$ cat src/rtl/ts_fmt_pkg.sv
`timescale 1ns/1ps
package ts_fmt_pkg;
  localparam int STB_DEN  = 0;
  localparam int STB_SYNC = 1;
  localparam int STB_UNC  = 2;
  localparam int STB_FS   = 3;
  localparam int NSTB     = 4;

  typedef enum logic [1:0] {
    MODE_PAR = 2'd0,
    MODE_SER = 2'd1,
    MODE_BYP = 2'd2
  } out_mode_e;
endpackage

$ cat src/rtl/ts_slot_timer.sv
`timescale 1ns/1ps
// Two-cycle slot timing: 'load' marks the cycle whose closing edge starts a slot.
module ts_slot_timer (
  input  logic clk,
  input  logic rst,
  input  logic clk_fall,
  output logic load,
  output logic oclk
);
  logic ph_q;
  logic oclk_q;

  always_ff @(posedge clk) begin
    if (rst) begin
      ph_q   <= 1'b0;
      oclk_q <= clk_fall;
    end else begin
      ph_q   <= ~ph_q;
      oclk_q <= ph_q ^ clk_fall;
    end
  end

  assign load = ph_q;
  assign oclk = oclk_q;
endmodule

$ cat src/rtl/ts_byte_engine.sv
`timescale 1ns/1ps
// Chooses what the next slot carries: a byte, a serial bit, a bypass bit or idle.
module ts_byte_engine
  import ts_fmt_pkg::*;
#(
  parameter int DW = 8
) (
  input  logic            clk,
  input  logic            rst,
  input  out_mode_e       mode,
  input  logic            load,
  input  logic            in_valid,
  output logic            in_ready,
  input  logic [DW-1:0]   in_data,
  input  logic            in_sop,
  input  logic            in_uncor,
  input  logic            in_sfs,
  input  logic            vit_valid,
  input  logic            vit_bit,
  output logic [DW-1:0]   nxt_data,
  output logic [NSTB-1:0] nxt_stb
);
  localparam int CW = (DW > 2) ? $clog2(DW) : 1;
  localparam logic [CW-1:0] LAST_IDX = CW'(DW - 1);

  logic [DW-2:0] shift_q;
  logic [CW-1:0] left_q;
  logic          sop_q;
  logic          unc_q;
  logic          take_byte;
  logic          unc_now;

  assign in_ready  = load && ((mode != MODE_SER) || (left_q == '0));
  assign take_byte = in_ready && in_valid && (mode != MODE_BYP);
  assign unc_now   = (take_byte && in_sop) ? in_uncor : unc_q;

  always_comb begin
    nxt_data = '0;
    nxt_stb  = '0;
    unique case (mode)
      MODE_BYP: begin
        nxt_data[0]       = vit_bit;
        nxt_stb[STB_DEN]  = vit_valid;
      end
      MODE_SER: begin
        nxt_stb[STB_UNC] = unc_now;
        if (left_q != '0) begin
          nxt_data[0]       = shift_q[DW-2];
          nxt_stb[STB_DEN]  = 1'b1;
          nxt_stb[STB_SYNC] = sop_q;
        end else if (take_byte) begin
          nxt_data[0]       = in_data[DW-1];
          nxt_stb[STB_DEN]  = 1'b1;
          nxt_stb[STB_SYNC] = in_sop;
          nxt_stb[STB_FS]   = in_sfs;
        end
      end
      default: begin
        nxt_stb[STB_UNC] = unc_now;
        if (take_byte) begin
          nxt_data          = in_data;
          nxt_stb[STB_DEN]  = 1'b1;
          nxt_stb[STB_SYNC] = in_sop;
          nxt_stb[STB_FS]   = in_sfs;
        end
      end
    endcase
  end

  always_ff @(posedge clk) begin
    if (rst) begin
      shift_q <= '0;
      left_q  <= '0;
      sop_q   <= 1'b0;
      unc_q   <= 1'b0;
    end else if (load) begin
      if (mode == MODE_SER) begin
        if (left_q != '0) begin
          shift_q <= shift_q << 1;
          left_q  <= left_q - 1'b1;
        end else if (take_byte) begin
          shift_q <= in_data[DW-2:0];
          left_q  <= LAST_IDX;
          sop_q   <= in_sop;
        end
      end
      if (take_byte && in_sop) begin
        unc_q <= in_uncor;
      end
    end
  end
endmodule

$ cat src/rtl/ts_out_stage.sv
`timescale 1ns/1ps
// Output registers with per-strobe polarity; data holds while no valid slot.
module ts_out_stage
  import ts_fmt_pkg::*;
#(
  parameter int DW = 8
) (
  input  logic            clk,
  input  logic            rst,
  input  logic            load,
  input  logic [NSTB-1:0] inv,
  input  logic [DW-1:0]   nxt_data,
  input  logic [NSTB-1:0] nxt_stb,
  output logic [DW-1:0]   data,
  output logic [NSTB-1:0] stb
);
  always_ff @(posedge clk) begin
    if (rst) begin
      data <= '0;
    end else if (load && nxt_stb[STB_DEN]) begin
      data <= nxt_data;
    end
  end

  for (genvar i = 0; i < NSTB; i++) begin : g_stb
    always_ff @(posedge clk) begin
      if (rst) begin
        stb[i] <= inv[i];
      end else if (load) begin
        stb[i] <= nxt_stb[i] ^ inv[i];
      end
    end
  end
endmodule

$ cat src/rtl/ts_out_fmt.sv
`timescale 1ns/1ps
module ts_out_fmt
  import ts_fmt_pkg::*;
#(
  parameter int DW = 8
) (
  input  logic          clk,
  input  logic          rst,
  input  logic          cfg_serial,
  input  logic          cfg_bypass,
  input  logic          cfg_clk_fall,
  input  logic [3:0]    cfg_inv,
  input  logic          in_valid,
  output logic          in_ready,
  input  logic [DW-1:0] in_data,
  input  logic          in_sop,
  input  logic          in_uncor,
  input  logic          in_sfs,
  input  logic          vit_valid,
  input  logic          vit_bit,
  output logic          ts_clk,
  output logic [DW-1:0] ts_data,
  output logic          ts_den,
  output logic          ts_sync,
  output logic          ts_uncor,
  output logic          ts_fstart
);
  out_mode_e       mode;
  logic            load;
  logic [DW-1:0]   nxt_data;
  logic [NSTB-1:0] nxt_stb;
  logic [NSTB-1:0] stb;

  assign mode = cfg_bypass ? MODE_BYP : (cfg_serial ? MODE_SER : MODE_PAR);

  ts_slot_timer u_timer (
    .clk      (clk),
    .rst      (rst),
    .clk_fall (cfg_clk_fall),
    .load     (load),
    .oclk     (ts_clk)
  );

  ts_byte_engine #(.DW(DW)) u_engine (
    .clk       (clk),
    .rst       (rst),
    .mode      (mode),
    .load      (load),
    .in_valid  (in_valid),
    .in_ready  (in_ready),
    .in_data   (in_data),
    .in_sop    (in_sop),
    .in_uncor  (in_uncor),
    .in_sfs    (in_sfs),
    .vit_valid (vit_valid),
    .vit_bit   (vit_bit),
    .nxt_data  (nxt_data),
    .nxt_stb   (nxt_stb)
  );

  ts_out_stage #(.DW(DW)) u_out (
    .clk      (clk),
    .rst      (rst),
    .load     (load),
    .inv      (cfg_inv),
    .nxt_data (nxt_data),
    .nxt_stb  (nxt_stb),
    .data     (ts_data),
    .stb      (stb)
  );

  assign ts_den    = stb[STB_DEN];
  assign ts_sync   = stb[STB_SYNC];
  assign ts_uncor  = stb[STB_UNC];
  assign ts_fstart = stb[STB_FS];
endmodule

$ cat config.mk
export PLATFORM = sky130hd
export DESIGN_NAME = ts_out_fmt
export DESIGN_NICKNAME = d
export VERILOG_FILES = /design/src/rtl/ts_fmt_pkg.sv /design/src/rtl/ts_slot_timer.sv /design/src/rtl/ts_byte_engine.sv /design/src/rtl/ts_out_stage.sv /design/src/rtl/ts_out_fmt.sv
export SDC_FILE = /design/constraint.sdc
export NUM_CORES = 1
export LEC_CHECK = 0
export ABC_AREA = 1
export BUFFER_PORTS_ARGS = -buffer_cell sky130_fd_sc_hd__buf_2
export CAP_MARGIN = 20
export CORE_ASPECT_RATIO = 0.75
export CORE_MARGIN = 1
export CORE_UTILIZATION = 51
export DETAILED_ROUTE_END_ITERATION = 16
export PLACE_DENSITY = 0.81
export SLEW_MARGIN = 30
export SYNTH_ARGS = -nofsm -noshare
export SYNTH_HDL_FRONTEND = slang
export SYNTH_HIERARCHICAL = 1
export SYNTH_SLANG_ARGS = --single-unit
$ cat constraint.sdc
create_clock -name clk -period 3.1 [get_ports clk]
set_input_delay 0.465 -clock clk [delete_from_list [all_inputs] [get_ports clk]]
set_output_delay 0.465 -clock clk [all_outputs]
set_load 0.01 [all_outputs]
# Yosys cells after proc, flatten, opt, wreduce, memory -nomap -nowiden
# Index checks and enable logic that the tools add are counted.
dict set report word_totals {
  output_inout_bits 14
  register_bits 26
  input_bits 23
  memories 0
  ram_bits 0
  latch_bits 0
  mem_bits_ro 0
}
dict set report op_classes {
  multipliers 0
  muxes 27
  reduce_logical 13
  n_eq_ne 4
  bitwise 7
  addsub 1
  n_lt_le_gt_ge 0
  n_shift 0
  div_mod_pow 0
}
# cell count
set ops {}
lappend ops {{7-bit 2-to-1 mux} 3}
lappend ops {{1-bit 2-to-1 mux} 15}
lappend ops {{8-bit 2-to-1 mux} 1}
lappend ops {{2-bit 2-to-1 mux} 3}
lappend ops {{3-bit 2-to-1 mux} 2}
lappend ops {{3-bit case mux with 2 select lines} 1}
lappend ops {{1-bit logical AND} 5}
lappend ops {{1-bit XOR} 5}
lappend ops {{1-bit case mux with 2 select lines} 2}
lappend ops {{4-bit AND reduction} 1}
lappend ops {{2-bit nonzero test} 2}
lappend ops {{3-bit zero test} 1}
lappend ops {{3-bit AND reduction} 1}
lappend ops {{3-bit nonzero test} 1}
lappend ops {{3-bit by 1-bit subtractor with 3-bit output (second input constant)} 1}
lappend ops {{2-bit by 1-bit == test with 1-bit output (second input constant)} 1}
lappend ops {{2-bit == test (second input constant)} 1}
lappend ops {{2-bit by 1-bit != test with 1-bit output (second input constant)} 1}
lappend ops {{2-bit != test (second input constant)} 1}
lappend ops {{1-bit NOT} 2}
lappend ops {{2-bit OR reduction} 1}
lappend ops {{1-bit logical OR} 1}

# Longest topological paths before layout
dict set report logic_depth {
  ltp_word 13
  mapped_depth 14
  mapped_depth_nobuf 13
}

# By module
# Netlist, hierarchy kept.
# mod cells_each area_per_inst_um2 instances seq_area_each_um2
set by_module_without_submodules {}
lappend by_module_without_submodules {ts_byte_engine 140 848.3 1 240.2}
lappend by_module_without_submodules {ts_out_stage 81 565.5 1 280.3}
lappend by_module_without_submodules {ts_slot_timer 10 71.3 1 40.0}
lappend by_module_without_submodules {ts_out_fmt 2 10.0 1 0.0}

# Least setup slack after synthesis
# No wires, ideal clock.
dict set report synth_path {
  kind {input port to flip-flop}
  start {in cfg_serial}
  end {reg u_out.stb[2] (data pin)}
  required_ps 2851
  setup_slack_ps 1185
  path_buffers 0
  cell_stages 12
  t_arrival_ps 1666
  cell_sequence {inv_1 nor2_2 inv_1 ha_1 nor2_4 nand4_1 nand2_1 o21ai_0 a21oi_1 nand3_1 nand2_1 inv_1}
}
dict set report synth_via {
  elab_chain_cells 13
}
# element line
set synth_rtl {}
lappend synth_rtl {{start, declared} ts_out_fmt.sv:9} ;# input logic cfg_serial,
lappend synth_rtl {{1-bit 2-to-1 mux *} ts_out_fmt.sv:34} ;# assign mode = cfg_bypass ? MODE_BYP : (cfg_serial ? MODE_SER : MODE_PAR);
lappend synth_rtl {{2-bit 2-to-1 mux *} ts_out_fmt.sv:34}
lappend synth_rtl {{net mode[0]} ts_out_fmt.sv:28} ;# out_mode_e mode;
lappend synth_rtl {{2-bit by 1-bit != test with 1-bit output} ts_byte_engine.sv:33} ;# assign in_ready = load && ((mode != MODE_SER) || (left_q == '0));
lappend synth_rtl {{1-bit logical OR} ts_byte_engine.sv:33}
lappend synth_rtl {{1-bit logical AND} ts_byte_engine.sv:33}
lappend synth_rtl {{1-bit logical AND (2 in series)} ts_byte_engine.sv:34} ;# assign take_byte = in_ready && in_valid && (mode != MODE_BYP);
lappend synth_rtl {{1-bit logical AND} ts_byte_engine.sv:35} ;# assign unc_now = (take_byte && in_sop) ? in_uncor : unc_q;
lappend synth_rtl {{1-bit 2-to-1 mux} n/a}
lappend synth_rtl {{3-bit case mux with 2 select lines *} ts_byte_engine.sv:40} ;# unique case (mode)
lappend synth_rtl {{net nxt_stb[2]} ts_out_fmt.sv:31} ;# logic [NSTB-1:0] nxt_stb;
lappend synth_rtl {{1-bit XOR *} ts_out_stage.sv:30} ;# stb[i] <= nxt_stb[i] ^ inv[i];
lappend synth_rtl {{1-bit 2-to-1 mux *} ts_out_stage.sv:29} ;# end else if (load) begin
lappend synth_rtl {{1-bit 2-to-1 mux *} ts_out_stage.sv:27} ;# if (rst) begin
lappend synth_rtl {{end signal, assigned by index} ts_out_stage.sv:28} ;# stb[i] <= inv[i];
lappend synth_rtl {{end signal, assigned by index} ts_out_stage.sv:30}
lappend synth_rtl {{end, declared} ts_out_stage.sv:15} ;# output logic [NSTB-1:0] stb
# The timed path passes the listed nets; every way through them passes the cells marked *. The select of a mux whose other input is x is not followed.
# A chain may end at the register's enable or synchronous reset.

# Worst setup path in the final report
dict set report layout_path {
  start {in cfg_bypass}
  end {reg u_out.stb[2] (data pin)}
}
dict set report layout_via {
  elab_chain_cells 12
}
# element line
set layout_rtl {}
lappend layout_rtl {{start, declared} ts_out_fmt.sv:10} ;# input logic cfg_bypass,
lappend layout_rtl {{2-bit 2-to-1 mux *} ts_out_fmt.sv:34}
lappend layout_rtl {{net mode[0]} ts_out_fmt.sv:28}
lappend layout_rtl {{2-bit by 1-bit != test with 1-bit output} ts_byte_engine.sv:33}
lappend layout_rtl {{1-bit logical OR} ts_byte_engine.sv:33}
lappend layout_rtl {{1-bit logical AND} ts_byte_engine.sv:33}
lappend layout_rtl {{1-bit logical AND (2 in series)} ts_byte_engine.sv:34}
lappend layout_rtl {{1-bit logical AND} ts_byte_engine.sv:35}
lappend layout_rtl {{1-bit 2-to-1 mux} n/a}
lappend layout_rtl {{3-bit case mux with 2 select lines *} ts_byte_engine.sv:40}
lappend layout_rtl {{net nxt_stb[2]} ts_out_fmt.sv:31}
lappend layout_rtl {{1-bit XOR *} ts_out_stage.sv:30}
lappend layout_rtl {{1-bit 2-to-1 mux *} ts_out_stage.sv:29}
lappend layout_rtl {{1-bit 2-to-1 mux *} ts_out_stage.sv:27}
# Marks and branches as above.

==> metrics.yaml <==
dominantRegCellSynth: "dfxtp_1"
cts_tree: "yes"
fin_crit_sh: 0.6453
drtPass1Iterations: 5
grt_pass1_wl_um: 4864
drtIter0Drc: 100
area_delta_synth_final_pct: 15.73
ys_types: 25
rsz0062_at_grt: "false"
start_kind: "input port"
syn_area_per_cell_um2: 6.417
ys_async_sr_fraction: 0
num_rows: 16
cts_hold_buf: 0
report.final.hold_viol_count: 0
status: "complete, no violations"
yosysWarnings: 6
ant_nets: 0
cts_sinks: 26
synth_enable_flop_cells: 4
portBuffers: 36
arrival_ns: 2.04
power_density_mw_per_mm2: 396.2
antenna_found_initial: 0
io_pins: 37
synthTopCellsByArea: "dfxtp_1 29%, nand2_1 15%, inv_1 12%"
postPlaceCellArea_mm2: 0.001675
clk_pin_slew_worst_paths_ns: 0.08
clock.fmax_mhz: 499.9
drv_slew: 0
tightest_slew_ns: 0.4870
synth_area_leader_cell: "dfxtp_1"
worst_ep_required_time_ns: 3.14
dieWidth_um: 64.52
power_leakage_nw: 0.9888
num_vias: 1396
finClkSkew_ns: 0.002710
crit_type: "input port to flop"
ctsResizeCount: 0
nNetsFinal: 295
grt_pass1_vias: 1172
nFillCells: 260
rrSetupSlack_ns: 1.11
fin_ws_ns: 1.099
post-place-ws_ns: 0.8124
dpl.hpwl_um: 2189
synth_seq_area_share: 0.3749
gp_congestion: 0.9285
num_antenna_cells: 0
cts_setup_buffers: 0
fin_setup_tns_ns: 0
cts_buffer_depth: 2
grt_overflow_total: 0
drv_cap: 0
cp_max_fo: 6
totalWireLength_um: 2909
ys_ff_latch: 26
cts.root.buffer_cell: "clkbuf_8"
drc: 0
syn_area_mm2: 0.001495
numCtsBuffers: 3
syn_inst: 233
min_path_type: "input port to flop"
fin_crit_ns: 2.001
slew_headroom: 0.6750
drive_gt1_frac: 0.1873
endpoint_kind: "flop"
core_mm2: 0.002703
die_h_um: 48.89
start_util: 0.5532
clock_latency_ns: 0.27
setup_viol: 0
htreeDepth: 1
synthesis.nets: 260
grt_usage: 0.1959
die_area_mm2: 0.003154
vias_per_cell: 4.607
finalInstanceArea_mm2: 0.001730
grt_max_degree: 19
synth_top_area_frac: 0.2946
peakVddDrop_uv: 356.1
wl_per_cell_um: 9.601
## logic make-up after synthesis
family,Yosys count,share of synthesized area
AO/OA/AOI/OAI,19,0.07615
XOR/XNOR,1,0.005859
adder cells (fa/ha/maj),4,0.03347
buffers and inverters,57,0.1582
flip-flops,26,0.3749
AND/OR/NAND/NOR,126,0.3515
## path summary, 6_finish.rpt
path,start,to,depth (start not counted)
hold reg to reg,u_engine/sop_q$_SDFFE_PP0P_,u_engine/sop_q$_SDFFE_PP0P_,2
setup / recovery,cfg_bypass,u_out/stb[2]$_DFFE_PP_,12
setup reg to reg,u_engine/left_q[0]$_SDFFE_PP0P_,u_out/stb[2]$_DFFE_PP_,11
hold / removal,rst,u_engine/left_q[2]$_SDFFE_PP0P_,2
## layout by cell type, fill, tap and decap left out
master	count
nand3_1	7
inv_2	1
clkinv_1	1
a21oi_1	6
nand4_1	3
nand2_2	3
xor2_1	1
nor2_1	48
nand2_4	1
nor2_4	1
edfxtp_1	4
buf_2	36
or2_2	1
o21ai_0	11
nand4_2	1
clkbuf_8	4
ha_1	4
nor2_2	1
o211ai_4	1
nand2_1	60
dfxtp_1	22
inv_1	49
o31ai_1	1
## critical path, stage by stage
cell and delay, ns:
buf_2 0.12, nor2_2 0.12, inv_1 0.05, ha_1 0.25, nor2_4 0.22, nand4_1 0.16
nand2_1 0.09, o21ai_0 0.12, a21oi_1 0.22, nand3_1 0.10, nand2_1 0.09, inv_1 0.03
## cells in the mapped netlist (2+ instances only)
cell,n
nand2_1,60
inv_1,49
nor2_1,48
dfxtp_1,22
o21ai_0,11
nand3_1,7
a21oi_1,6
edfxtp_1,4
ha_1,4
nand2_2,3
nand4_1,3
buf_6,2
clkbuf_2,2
## routing by layer
metal  routed length (µm)  GRT usage
met1                 1376     0.2581
met2                 1274     0.3158
met3                  230    0.05140
met4                   27    0.05556
met5                    0          0
## stage by stage
stage	total power [W]	hold WS, ns	std cells	utilization
3_5_place_dp	0.0004742	0.4824	299	0.6199
6_report	0.0006856	0.4557	303	0.6403
3_3_place_gp	0.0004712	0.4652	299	0.6199
5_1_grt	0.0007235	0.4641	303	0.6403
4_1_cts	0.0006944	0.4499	303	0.6403
2_1_floorplan	0.0004385	0.4379	233	-
## report_power, final
group / total (W) / internal, W / switching, W
clock network: 0.000219 / 0.000114 / 0.000105
logic: 0.000103 / 0.0000391 / 0.0000640
registers: 0.000364 / 0.000356 / 0.00000744
total: 0.000686 / 0.000509 / 0.000177
## layout make-up
class                           instances  area (µm²)  area share
Inverter                               51       191.4      0.1106
Sequential cell                        26       560.5      0.3239
Clock buffer                            4       55.05     0.03181
Tap cell                               36       45.04     0.02603
Timing Repair Buffer                   36       180.2      0.1041
Multi-Input combinational cell        150       698.2      0.4035
## state kept, by name, summed over array words and instances, names as in the netlist
signal,flops
u_out/data,8
u_engine/shift_q,7
u_engine/sop_q,1
u_out/stb,4
u_engine/left_q,3
u_timer/oclk,1
u_engine/unc_q,1
u_timer/load,1
Power figures use the tool's default switching activity.
